### src/rtl/wh_mon_pkg.sv
package wh_mon_pkg;
  localparam int unsigned WH_PORTS = 5;
  localparam int unsigned WH_IDX_W = 3;
endpackage

### src/rtl/wh_port_track.sv
module wh_port_track #(
  parameter int unsigned NUM_PORTS = wh_mon_pkg::WH_PORTS,
  parameter int unsigned IDX_W     = wh_mon_pkg::WH_IDX_W
) (
  input  logic                 clk,
  input  logic                 rst_n,
  input  logic [NUM_PORTS-1:0] out_free,
  input  logic [IDX_W-1:0]     src_idx,
  input  logic                 sending,
  output logic                 viol_q
);
  localparam int unsigned EXT_W = 1 << IDX_W;

  logic [EXT_W-1:0] free_ext;
  logic             idx_ok;
  logic             free_at_idx;
  logic             hold_d;
  logic             viol_d;
  logic             open_q;
  logic             open_d;
  logic [IDX_W-1:0] src_q;
  logic             src_en;

  // Outputs past the last port read as free, so they never open an obligation.
  always_comb begin
    free_ext                = '1;
    free_ext[NUM_PORTS-1:0] = out_free;
    idx_ok                  = (int'(src_idx) < NUM_PORTS);
    free_at_idx             = free_ext[src_idx];
    hold_d                  = sending & idx_ok & ~free_at_idx;
    viol_d                  = sending & (~idx_ok |
                              (open_q & ((src_idx != src_q) | free_at_idx)));
    open_d                  = hold_d;
    src_en                  = hold_d;
  end

  always_ff @(posedge clk or negedge rst_n) begin
    if (!rst_n) begin
      open_q <= 1'b0;
      viol_q <= 1'b0;
    end else begin
      open_q <= open_d;
      viol_q <= viol_d;
    end
  end

  // Data register, only meaningful while open_q is set.
  always_ff @(posedge clk) begin
    if (src_en) begin
      src_q <= src_idx;
    end
  end
endmodule

### src/rtl/wh_fail_latch.sv
module wh_fail_latch #(
  parameter int unsigned NUM_PORTS = wh_mon_pkg::WH_PORTS
) (
  input  logic                 clk,
  input  logic                 rst_n,
  input  logic [NUM_PORTS-1:0] viol,
  output logic                 fail_q
);
  logic fail_d;

  always_comb begin
    fail_d = fail_q | (|viol);
  end

  always_ff @(posedge clk or negedge rst_n) begin
    if (!rst_n) begin
      fail_q <= 1'b0;
    end else begin
      fail_q <= fail_d;
    end
  end
endmodule

### src/rtl/wh_hold_monitor.sv
module wh_hold_monitor #(
  parameter int unsigned NUM_PORTS = wh_mon_pkg::WH_PORTS,
  parameter int unsigned IDX_W     = wh_mon_pkg::WH_IDX_W
) (
  input  logic                       clk,
  input  logic                       rst_n,
  input  logic [NUM_PORTS-1:0]       out_free,
  input  logic [NUM_PORTS*IDX_W-1:0] src_sel,
  input  logic [NUM_PORTS-1:0]       sending,
  output logic [NUM_PORTS-1:0]       port_viol,
  output logic                       any_fail
);
  genvar gp;
  generate
    for (gp = 0; gp < NUM_PORTS; gp++) begin : g_port
      wh_port_track #(
        .NUM_PORTS (NUM_PORTS),
        .IDX_W     (IDX_W)
      ) u_track (
        .clk      (clk),
        .rst_n    (rst_n),
        .out_free (out_free),
        .src_idx  (src_sel[gp*IDX_W +: IDX_W]),
        .sending  (sending[gp]),
        .viol_q   (port_viol[gp])
      );
    end
  endgenerate

  wh_fail_latch #(
    .NUM_PORTS (NUM_PORTS)
  ) u_fail (
    .clk    (clk),
    .rst_n  (rst_n),
    .viol   (port_viol),
    .fail_q (any_fail)
  );
endmodule

### config.mk
export PLATFORM = sky130hd
export DESIGN_NAME = wh_hold_monitor
export DESIGN_NICKNAME = d
export VERILOG_FILES = /design/src/rtl/wh_mon_pkg.sv /design/src/rtl/wh_port_track.sv /design/src/rtl/wh_fail_latch.sv /design/src/rtl/wh_hold_monitor.sv
export SDC_FILE = /design/constraint.sdc
export NUM_CORES = 1
export LEC_CHECK = 0
export BUFFER_PORTS_ARGS = -buffer_cell sky130_fd_sc_hd__buf_2
export CAP_MARGIN = 20
export CORE_ASPECT_RATIO = 1.5
export CORE_MARGIN = 4
export CORE_UTILIZATION = 52
export CTS_CLUSTER_DIAMETER = 60
export DETAILED_ROUTE_END_ITERATION = 6
export GPL_TIMING_DRIVEN = 1
export PLACE_DENSITY_LB_ADDON = 0.15
export SLEW_MARGIN = 5
export SYNTH_ARGS = -nofsm -noshare
export SYNTH_HDL_FRONTEND = slang
export SYNTH_SLANG_ARGS = --single-unit
### constraint.sdc
create_clock -name clk -period 1.2 [get_ports clk]
set_input_delay 0.06 -clock clk [delete_from_list [all_inputs] [get_ports clk]]
set_output_delay 0.06 -clock clk [all_outputs]
set_load 0.005 [all_outputs]
### After elaboration in Yosys (flattened, before gate mapping)

Cells that the tools add are included.

* flip-flop bits (word level): 26
* bits of input ports: 27
* output and inout port bits: 6
* word-level logic and storage cells: 83

* $lt $le $gt $ge: 10
* eq/ne operators: 5
* mux-type cells: 10
* bitwise operators: 41
* reduce and logical (&&, ||, !) cells: 1

Operator list (number)
* 1-bit AND: 20
* 3-bit by 4-bit < comparator with 1-bit output (second input constant): 5
* 1-bit binary-select mux with 3-bit select: 5
* 3-bit < comparator (second input constant): 5
* 3-bit != test: 5
* 1-bit OR: 11
* 1-bit NOT: 10
* 1-bit 2-to-1 mux: 5
* 5-bit OR reduction: 1

### Longest topological paths before layout

Gate-level depths: netlist of the first run.

* depth in word-level cells: 6
* depth in mapped cells: 5
* mapped depth without buffers: 4

### By module

From an unflattened synthesis of the first run, not the netlist that was laid out.

* cells, all modules: 129
* area total of the unflattened synthesis: 1390.1 sq um

Modules (own cells, without submodules)
* wh_port_track: times used 5, cells each 25, area an instance 270.3 sq um
* wh_fail_latch: times used 1, cells each 4, area an instance 38.8 sq um

### Least setup slack after synthesis of the first run

OpenSTA, ideal clock, no wires.

* path type: input port to flip-flop
* start point: input port src_sel[9]
* end point: register g_port[3].u_track.src_q[0] (enable)
* library setup time: 0.306 ns
* data arrival time: 0.786 ns
* data required time: 0.894 ns
* path slack: 0.107 ns
* cell stages on the path: 3
* buffers on the path: 0
* path through: mux2_1 > o31ai_1 > and2_1

* cells in the longest elaborated chain, start to end: 4
* elaborated cells on any way between the ends: 6

RTL lines
* from (decl): RTL line wh_hold_monitor.sv:8 `input logic [NUM_PORTS*IDX_W-1:0] src_sel,`
* 1-bit binary-select mux with 3-bit select: RTL line wh_port_track.sv:29 `free_at_idx = free_ext[src_idx];`
* 1-bit 2-to-1 mux (not written as such): RTL line wh_port_track.sv:29
* 1-bit NOT: RTL line wh_port_track.sv:30 `hold_d = sending & idx_ok & ~free_at_idx;`
* 1-bit AND *: RTL line wh_port_track.sv:30
* net g_port[3].u_track.hold_d: RTL line wh_port_track.sv:17 `logic hold_d;`
* to (signal assigned): RTL line wh_port_track.sv:50 `src_q <= src_idx;`
* to (decl): RTL line wh_port_track.sv:21 `logic [IDX_W-1:0] src_q;`

The timed path passes the listed nets; every way through them passes the cells marked *. The select of a mux whose other input is x is not followed.
A chain may end at the register's enable or synchronous reset.

### Final worst setup path of the first run

* start point: register g_port[4].u_track.src_q[2]
* end point: register g_port[4].u_track.viol_q

* cells in the longest elaborated chain, start to end: 5

RTL lines
* from (decl): RTL line wh_port_track.sv:21
* from (signal assigned): RTL line wh_port_track.sv:50
* 3-bit != test: RTL line wh_port_track.sv:32 `(open_q & ((src_idx != src_q) | free_at_idx)));`
* 1-bit OR: RTL line wh_port_track.sv:32
* 1-bit AND: RTL line wh_port_track.sv:32
* 1-bit OR: RTL line wh_port_track.sv:31 `viol_d = sending & (~idx_ok |`
* 1-bit AND: RTL line wh_port_track.sv:31
* net g_port[4].u_track.viol_d: RTL line wh_port_track.sv:18 `logic viol_d;`
* to (signal assigned): RTL line wh_port_track.sv:43 `viol_q <= viol_d;`
* to (decl): RTL line wh_port_track.sv:10 `output logic viol_q`

The timed path passes the listed nets, and every way through them passes these cells.

==> results of run 1 <==
==> per-layer routing <==
layer  wire (um)  part of all wire
met1        1210              0.42
met2        1490              0.52
met3         139             0.048
met4          36             0.013
met5           0                 0
==> sequential cells by signal (all words and copies together), names as in the netlist <==
signal,flops
u_fail.fail_q,1
g_port.u_track.open_q,5
g_port.u_track.viol_q,5
g_port.u_track.src_q,15
==> critical path: stages, from the launching register on <==
cell	delay [ns]
edfxtp_1	0.44
nand2_1	0.09
nor4_1	0.04
a311o_1	0.28
a31oi_1	0.21
==> where the power goes <==
part           internal, mW  leakage, nW  switching, mW
clock                 0.338       0.0279          0.262
sequential             1.01        0.279         0.0267
combinational         0.186        0.422          0.164
total                  1.54        0.729          0.453
==> Yosys cell counts (all sizes together) <==
| library cell | instances |
|---|---|
| a21oi | 2 |
| a311o | 2 |
| a31oi | 3 |
| a41oi | 3 |
| and2 | 5 |
| buf | 11 |
| dfrtp | 11 |
| edfxtp | 15 |
| inv | 1 |
| mux2 | 3 |
| mux2i | 7 |
| nand2 | 5 |
| nand3b | 2 |
| nor2 | 9 |
| nor4 | 5 |
| nor4b | 3 |
| o21a | 4 |
| o21ai | 5 |
| o311a | 2 |
| o31ai | 3 |
| xnor2 | 13 |
==> through the flow <==
stage | setup slack [ns] | instance area (um2)
2_1_floorplan | 0.107 | 1360
3_3_place_gp | -0.0643 | 1550
3_5_place_dp | -0.0927 | 1550
4_1_cts | 0.0488 | 1730
5_1_grt | 0.0358 | 1730
6_report | 0.0631 | 1730
==> area by class of cell <==
class | count | share of cell area
timing repair buffer | 53 | 0.209
sequential | 26 | 0.420
inverter | 1 | 0.00217
clock buffer | 3 | 0.0130
multi-input combinational | 76 | 0.321
clock inverter | 1 | 0.0174
tap | 24 | 0.0174
==> worst max path at each step <==
stage	slack [ns]	depth (start not counted)	from	end
detailed placement	-0.09	4	src_sel[9]	g_port[3].u_track.src_q[2]
finish	0.06	4	g_port[4].u_track.src_q[2]	g_port[4].u_track.viol_q
global placement	-0.06	4	src_sel[9]	g_port[3].u_track.src_q[2]
CTS	0.05	4	g_port[4].u_track.src_q[2]	g_port[4].u_track.viol_q
global route	0.04	4	g_port[4].u_track.src_q[2]	g_port[4].u_track.viol_q
floorplan	0.11	3	src_sel[9]	g_port[3].u_track.src_q[0]
==> kinds of logic (layout without fill, tap and decap cells) <==
kind of cell | after synthesis | count (layout) | synth area share
flops | 26 | 26 | 0.532
simple gates | 29 | 29 | 0.115
compound gates | 24 | 24 | 0.127
mux | 10 | 10 | 0.0817
buf+inv | 12 | 58 | 0.0615
xor+xnor | 13 | 13 | 0.0835
==> results by group, run 1 <==
Synth
  – Post-Syn Area: 1360 um2
  – Cells after synthesis: 114
  – Seq/Total Area, Yosys: 0.532
  – Yosys warnings: 0
  – Post-Synthesis Mean Instance Area: 12.0 um2
  – Synthesis-stage register bit count: 26
  – Synth cell types: 24
  – Ranking of synthesized cells by area: edfxtp_1 33%, dfrtp_1 20%, xnor2_1 8.3%
  – Top cell type's share of synthesized area: 0.330
  – Synth area leader: edfxtp_1
  – Synthesized Nets: 141

Setup path
  – Crit path max fanout: 3
  – R2R Path End: g_port[4].u_track.viol_q
  – Crit path launch type: flip-flop
  – CP arrival: 1.38 ns
  – Crit Path Category: reg2reg
  – R2r setup slk: 0.06 ns
  – Req. time, crit path: 1.44 ns
  – Worst r2r src: g_port[4].u_track.src_q[2]
  – R2R cell count: 4
  – Crit. End Element: flip-flop

Floorplanning
  – Initial Util: 0.551
  – IO Pins: 33
  – Core Area: 2480 um2
  – Die W: 49.8 um
  – Die Y: 70.7 um
  – Die Outline Area: 3520 um2
  – Cell row count: 22

Detailed routing
  – Routed length per instance: 15.6 um
  – Vias post-DR: 1,057
  – DRC errors left: 0
  – Wirelength, routed: 2.88 mm
  – 1st-iter DRT viols: 33
  – DR pass1 iterations: 4
  – Remaining antenna violation count after routing: 0
  – Avg Vias per Cell: 5.74

Final layout
  – Share of cells above drive strength 1: 0.294
  – Commonest non-fill, non-tap cells in the layout: 32 x buf_2, 15 x edfxtp_1, 13 x xnor2_1
  – # fillers: 187
  – Area growth from synthesis to layout: 26.6%
  – Register area: 726 um2
  – Fin cells: 184
  – Final #Nets: 188
  – Diode count: 0
  – Final core occ: 0.697
  – Most common cell after layout, fill and taps aside: buf_2
  – Multi-input gate area: 554 um2

Clock tree
  – Worst-skew pair later-pin latency: 0.32 ns
  – Cts hold-fix bufs: 12
  – CTS tree: done
  – Root Buffer: clkbuf_4
  – CTS Sinks: 26
  – H-tree levels: 1
  – Post-CTS Setup Bufs: 0
  – CTS buffer count: 3
  – Worst-path clk slew: 0.14 ns
  – CTS resizes: 0
  – Max clock buf depth: 2

STA
  – Setup_tns: 0 ns
  – Worst slew margin: 0.807
  – Final hold slack: 0.0303 ns
  – Max Clk Rate: 0.880 GHz
  – Min cycle time layout: 1.14 ns
  – Final hold violations: 0
  – Tightest Pin Transition: 0.285 ns
  – Final Slew Violations: 0
  – Final Skew: 0.00716 ns
  – Unrepaired setup endpoints after global routing: false
  – Post-route clock period utilization: 0.947
  – Final setup fails: 0

GRT
  – Largest net degree at the start of global routing: 16
  – M2 GR Usage: 0.296
  – Number of global-route vias before repair: 1,060
  – First-pass GRT wire length: 4.87 mm
  – Initial antenna violation count: 0
  – Met1 Usage GRT: 0.223
  – GRT Max-Usage Layer: met2
  – Met3 usage: 0.0337
  – Grt total ovfl: 0
  – Total track usage: 0.178

Place
  – GPL Wtd Cong: 0.761
  – IO Port Bufs: 32
  – DP HPWL: 2.08 mm
  – Cells after DPL: 168

Hold path
  – Cells on Worst Hold Path: 1
  – Min-Delay Path Class: in2reg
  – Worst Hold Path EP: g_port[1].u_track.src_q[0]
  – Hold path startpoint: src_sel[3]

Power and ir drop
  – Pwr/cell area: 1150 nW/um2
  – Total power: 1.99 mW
  – Static Leak: 0.729 nW
  – Worst vdd ir: 960 uV

Status
  – Status: completed

Run
  – Max-cap viol count: 0
No activity file was read; power rests on OpenSTA's default activity.
==> inputs of run 2 (changes only) <==
--- a/config.mk
+++ b/config.mk
@@ -13,6 +13,7 @@
 export CTS_CLUSTER_DIAMETER = 60
 export DETAILED_ROUTE_END_ITERATION = 6
 export GPL_TIMING_DRIVEN = 1
+export MAX_ROUTING_LAYER = met4
 export PLACE_DENSITY_LB_ADDON = 0.15
 export SLEW_MARGIN = 5
 export SYNTH_ARGS = -nofsm -noshare
==> run 2 against run 1 <==
Compared with the run above: sequential power about the same; critical path depth stayed put; die area stayed put; combinational power is essentially flat; routed wire length is 0.38% lower; global-route usage increased by 0.53 points; flip-flop and latch count stayed put; sequential share of layout area is the same; design area unchanged; first-iteration DRC count is 18% lower; critical path type unchanged; critical endpoint unchanged; largest power group unchanged.
==> results by group, run 2 (synthesized netlist as in run 1, its figures left out) <==
Final layout
  – Fin cells: 184
  – Regs by FF count: g_port.u_track.src_q x15, g_port.u_track.open_q x5, g_port.u_track.viol_q x5
  – Diode count: 0
  – Max reg flops: 15
  – Largest Register: g_port.u_track.src_q
  – Most common cell after layout, fill and taps aside: buf_2
  – Share of cells above drive strength 1: 0.294
  – # fillers: 187
  – Final #Nets: 188
  – Commonest non-fill, non-tap cells in the layout: 32 x buf_2, 15 x edfxtp_1, 13 x xnor2_1
  – Area growth from synthesis to layout: 26.6%

GRT
  – Number of global-route vias before repair: 1,061
  – Largest net degree at the start of global routing: 16
  – First-pass GRT wire length: 4.87 mm
  – Met3 usage: 0.0316
  – Met1 Usage GRT: 0.224
  – Initial antenna violation count: 0
  – Total track usage: 0.184
  – Grt total ovfl: 0
  – M2 GR Usage: 0.296
  – GRT Max-Usage Layer: met2

Floorplanning
  – Initial Util: 0.551
  – Die W: 49.8 um
  – IO Pins: 33
  – Cell row count: 22
  – Core Area: 2480 um2
  – Die Outline Area: 3520 um2
  – Die Y: 70.7 um

Clock tree
  – Worst-path clk slew: 0.14 ns
  – Worst-skew pair later-pin latency: 0.32 ns
  – Post-CTS Setup Bufs: 0
  – CTS resizes: 0
  – CTS buffer count: 3
  – Max clock buf depth: 2
  – Cts hold-fix bufs: 12
  – CTS Sinks: 26
  – H-tree levels: 1
  – Root Buffer: clkbuf_4
  – CTS tree: done

Place
  – Cells after DPL: 168
  – DP HPWL: 2.08 mm
  – DP Worst Slack: -0.0927 ns
  – GPL Wtd Cong: 0.771
  – IO Port Bufs: 32

Setup path
  – Crit-path max cell delay: 0.44 ns
  – Crit path launch type: flip-flop
  – Req. time, crit path: 1.44 ns
  – Crit path buf inv count: 0
  – Crit path max fanout: 3
  – Cell family with most CP delay: compound AO/OA/AOI/OAI gates
  – Crit Path Category: reg2reg
  – CP arrival: 1.38 ns
  – Slowest cell on the critical path: edfxtp_1
  – CP cell instances: nand2_1 > nor4_1 > a311o_1 > a31oi_1
  – Crit. End Element: flip-flop

STA
  – Worst slew margin: 0.809
  – Unrepaired setup endpoints after global routing: false
  – Tightest Pin Transition: 0.283 ns
  – Final hold violations: 0
  – Final setup fails: 0
  – Post-route clock period utilization: 0.950
  – Max Clk Rate: 0.877 GHz
  – Final Slew Violations: 0
  – Final worst slack: 0.0594 ns
  – Final hold slack: 0.0351 ns
  – Min cycle time layout: 1.14 ns
  – Final Skew: 0.00425 ns

Power and ir drop
  – Worst vdd ir: 954 uV
  – Static Leak: 0.729 nW
  – Total power: 1.99 mW
  – Pwr/cell area: 1150 nW/um2

Detailed routing
  – 1st-iter DRT viols: 27
  – Avg Vias per Cell: 5.74
  – Routed length per instance: 15.6 um
  – Remaining antenna violation count after routing: 0
  – DR pass1 iterations: 5
  – Vias post-DR: 1,057
  – DRC errors left: 0
  – Wirelength, routed: 2.87 mm

Status
  – Status: completed

Hold path
  – Min-Delay Path Class: in2reg

Run
  – Max-cap viol count: 0
## run 2: cell counts in the layout (fill, tap and decap cells not counted)
No cell type changed its count.
## run 2: path summary, 6_finish.rpt
path	startpoint	endpoint	slack (ns)	cells after the start
worst min register to register	g_port[0].u_track.viol_q	u_fail.fail_q	0.48	2
worst min-delay path	src_sel[6]	g_port[2].u_track.src_q[0]	0.04	1
min in group asynchronous	rst_n	g_port[2].u_track.open_q	0.13	2
worst max-delay path	g_port[4].u_track.src_q[2]	g_port[4].u_track.viol_q	0.06	4
worst max register to register	g_port[4].u_track.src_q[2]	g_port[4].u_track.viol_q	0.06	4
max in group asynchronous	rst_n	g_port[4].u_track.open_q	0.85	2
## run 2: stage by stage
stage	utilization	setup TNS (ns)	area, um2
2_1_floorplan	-	0	1360
3_3_place_gp	0.627	-0.255	1550
3_5_place_dp	0.627	-0.611	1550
4_1_cts	0.697	0	1730
5_1_grt	0.697	0	1730
6_report	0.697	0	1730
## run 2: power by group
part	internal, mW	switching (mW)	leakage, nW
registers	1.01	0.0267	0.279
logic	0.186	0.164	0.422
clock network	0.338	0.259	0.0279
## run 2: worst reg2reg max path: stages (launching register included)
cell and delay, ns:
edfxtp_1 0.44, nand2_1 0.09, nor4_1 0.04, a311o_1 0.28
a31oi_1 0.21
## run 2: layer usage
| metal | part of all wire | vias up |
|---|---|---|
| met3 | 0.050 | 2 |
| met2 | 0.52 | 33 |
| met4 | 0.0080 | 0 |
| li1 | - | 516 |
| met1 | 0.42 | 506 |
| met5 | 0 | - |
## run 2: layout make-up
cell class	instances	area, um2	share of cell area
clock inverters	1	30.0	0.0174
well taps	24	30.0	0.0174
multi-input cells	76	554	0.321
repair buffers	53	360	0.209
clock buffers	3	22.5	0.0130
flip-flops and latches	26	726	0.420
inverters	1	3.75	0.00217
==> inputs of run 3 (changes only) <==
--- a/config.mk
+++ b/config.mk
@@ -8,9 +8,9 @@
 export BUFFER_PORTS_ARGS = -buffer_cell sky130_fd_sc_hd__buf_2
 export CAP_MARGIN = 20
 export CORE_ASPECT_RATIO = 1.5
-export CORE_MARGIN = 4
 export CORE_UTILIZATION = 52
 export CTS_CLUSTER_DIAMETER = 60
+export CTS_CLUSTER_SIZE = 40
 export DETAILED_ROUTE_END_ITERATION = 6
 export GPL_TIMING_DRIVEN = 1
 export MAX_ROUTING_LAYER = met4
==> run 3 against run 2 <==
Compared with the run above: die area shrank 20%; sequential power is essentially flat; the flow now finishes with violations (DRC); maximum frequency down 1.5%; global-route usage up 2.0 points; total power decreased by 9.4%; design area is 2.2% lower; routed wire length shrank 7.6%; sequential share of layout area up 0.97 points; register-to-register slack about the same; critical endpoint unchanged.
==> results by group, run 3 (synthesized netlist as in run 1, its figures left out) <==
STA
  – Post-route clock period utilization: 0.965
  – Final Skew: 0.00365 ns
  – Setup_tns: 0 ns
  – Min cycle time layout: 1.16 ns
  – Tightest Pin Transition: 0.268 ns
  – Final hold violations: 0
  – Max Clk Rate: 0.864 GHz
  – Final worst slack: 0.0420 ns
  – Final Slew Violations: 0
  – Unrepaired setup endpoints after global routing: false
  – Worst slew margin: 0.820
  – Final setup fails: 0

Clock tree
  – CTS resizes: 0
  – Max clock buf depth: 2
  – CTS tree: done
  – Root Buffer: clkbuf_4
  – Worst-path clk slew: 0.13 ns
  – Worst-skew pair later-pin latency: 0.31 ns
  – CTS buffer count: 3
  – Cts hold-fix bufs: 9
  – CTS Sinks: 26
  – H-tree levels: 1
  – Post-CTS Setup Bufs: 0

Setup path
  – Worst r2r src: g_port[4].u_track.src_q[2]
  – Crit path launch type: input pin
  – Crit. End Element: flip-flop
  – Crit path max fanout: 7
  – CP arrival: 1.38 ns
  – Worst Setup SP: src_sel[14]
  – Crit-path max cell delay: 0.52 ns
  – Crit Path Category: in2reg
  – Req. time, crit path: 1.43 ns
  – Slowest cell on the critical path: dlygate4sd3_1
  – R2r setup slk: 0.05 ns
  – CP cell instances: dlygate4sd3_1 > buf_2 > nor2_1 > a311o_1 > a31oi_1

Final layout
  – Final instance area: 1690 um2
  – Final #Nets: 186
  – Commonest non-fill, non-tap cells in the layout: 32 x buf_2, 15 x edfxtp_1, 13 x xnor2_1
  – Max reg flops: 15
  – Share of cells above drive strength 1: 0.304
  – Most common cell after layout, fill and taps aside: buf_2
  – Diode count: 0
  – Regs by FF count: g_port.u_track.src_q x15, g_port.u_track.open_q x5, g_port.u_track.viol_q x5
  – Largest Register: g_port.u_track.src_q
  – Area growth from synthesis to layout: 23.8%

Place
  – Post-DP Area: 1560 um2
  – GPL Wtd Cong: 0.717
  – DP HPWL: 1.99 mm
  – IO Port Bufs: 32
  – DP Worst Slack: -0.0935 ns

Detailed routing
  – Routed length per instance: 14.5 um
  – DRC errors left: 3
  – Wirelength, routed: 2.65 mm
  – Remaining antenna violation count after routing: 0
  – DR pass1 iterations: 6
  – Vias post-DR: 1,038
  – Avg Vias per Cell: 5.70
  – 1st-iter DRT viols: 18

Status
  – Violated checks: DRC
  – Status: finished, violations left

GRT
  – Grt total ovfl: 0
  – Total track usage: 0.204
  – Largest net degree at the start of global routing: 15
  – Initial antenna violation count: 0
  – First-pass GRT wire length: 4.13 mm
  – Number of global-route vias before repair: 981

Floorplanning
  – IO Pins: 33
  – Initial Util: 0.551
  – Die W: 43.8 um
  – Die Outline Area: 2840 um2
  – Die Y: 64.7 um
  – Core Area: 2480 um2
  – Cell row count: 22

Run
  – Max-cap viol count: 0

Power and ir drop
  – Pwr/cell area: 1070 nW/um2
  – Sequential share of power: 0.578
  – Logic pwr share: 0.191
  – Static Leak: 0.714 nW
  – Sw Pwr: 0.420 mW
  – Sw frac: 0.233
  – Clk network pwr share: 0.231
  – Internal Dissipation: 1.38 mW
  – Worst vdd ir: 725 uV

Hold path
  – Min-Delay Path Class: in2reg
  – Hold path startpoint: src_sel[2]
## run 3: cell types whose count changed in the layout (fill, tap and decap cells not counted)
cell	before	now
dlygate4sd3_1	12	9
buf_4	8	9
bufinv_16	1	0
clkbuf_8	0	1
## run 3: path summary, 6_finish.rpt
path | endpoint | depth (start not counted)
max | g_port[4].u_track.viol_q | 5
min | g_port[0].u_track.src_q[2] | 1
max reg2reg | g_port[4].u_track.viol_q | 4
min reg2reg | u_fail.fail_q | 2
max in group asynchronous | g_port[1].u_track.open_q | 2
min in group asynchronous | g_port[2].u_track.open_q | 2
## run 3: power by group through the flow
stage	logic [mW]	clock network, mW	registers (mW)
finish	0.343	0.416	1.04
global route	0.376	0.460	1.05
CTS	0.346	0.443	1.04
detailed placement	0.322	0	1.06
global placement	0.312	0	1.06
floorplan	0.193	0	1.06
## run 3: per-stage QoR
stage / instances / total power [mW] / util / hold WS, ns
floorplan: 114 / 1.25 / - / -0.236
global placement: 169 / 1.37 / 0.630 / -0.0500
detailed placement: 169 / 1.38 / 0.630 / -0.0450
CTS: 182 / 1.83 / 0.681 / 0.000191
global route: 182 / 1.88 / 0.681 / 0.0142
finish: 182 / 1.80 / 0.681 / 0.0129
## run 3: cell type report
class | count | area [um2]
clock buffer | 4 | 36.3
tap | 24 | 30.0
fill | 209 | 790
timing repair buffer | 51 | 338
multi-input combinational | 76 | 554
inverter | 1 | 3.75
sequential | 26 | 726
## run 3: per-layer routing
| layer | track usage | share of wire |
|---|---|---|
| met1 | 0.222 | 0.39 |
| met2 | 0.358 | 0.56 |
| met3 | 0.0195 | 0.038 |
| met4 | 0.102 | 0.0091 |
| met5 | - | 0 |
## run 3: critical path: cells and delay by family
family                 cells  cell delay [ns]
AOI/OAI and AO/OA          2             0.57
buffers and inverters      2             0.68
and+or+nand+nor            1             0.07
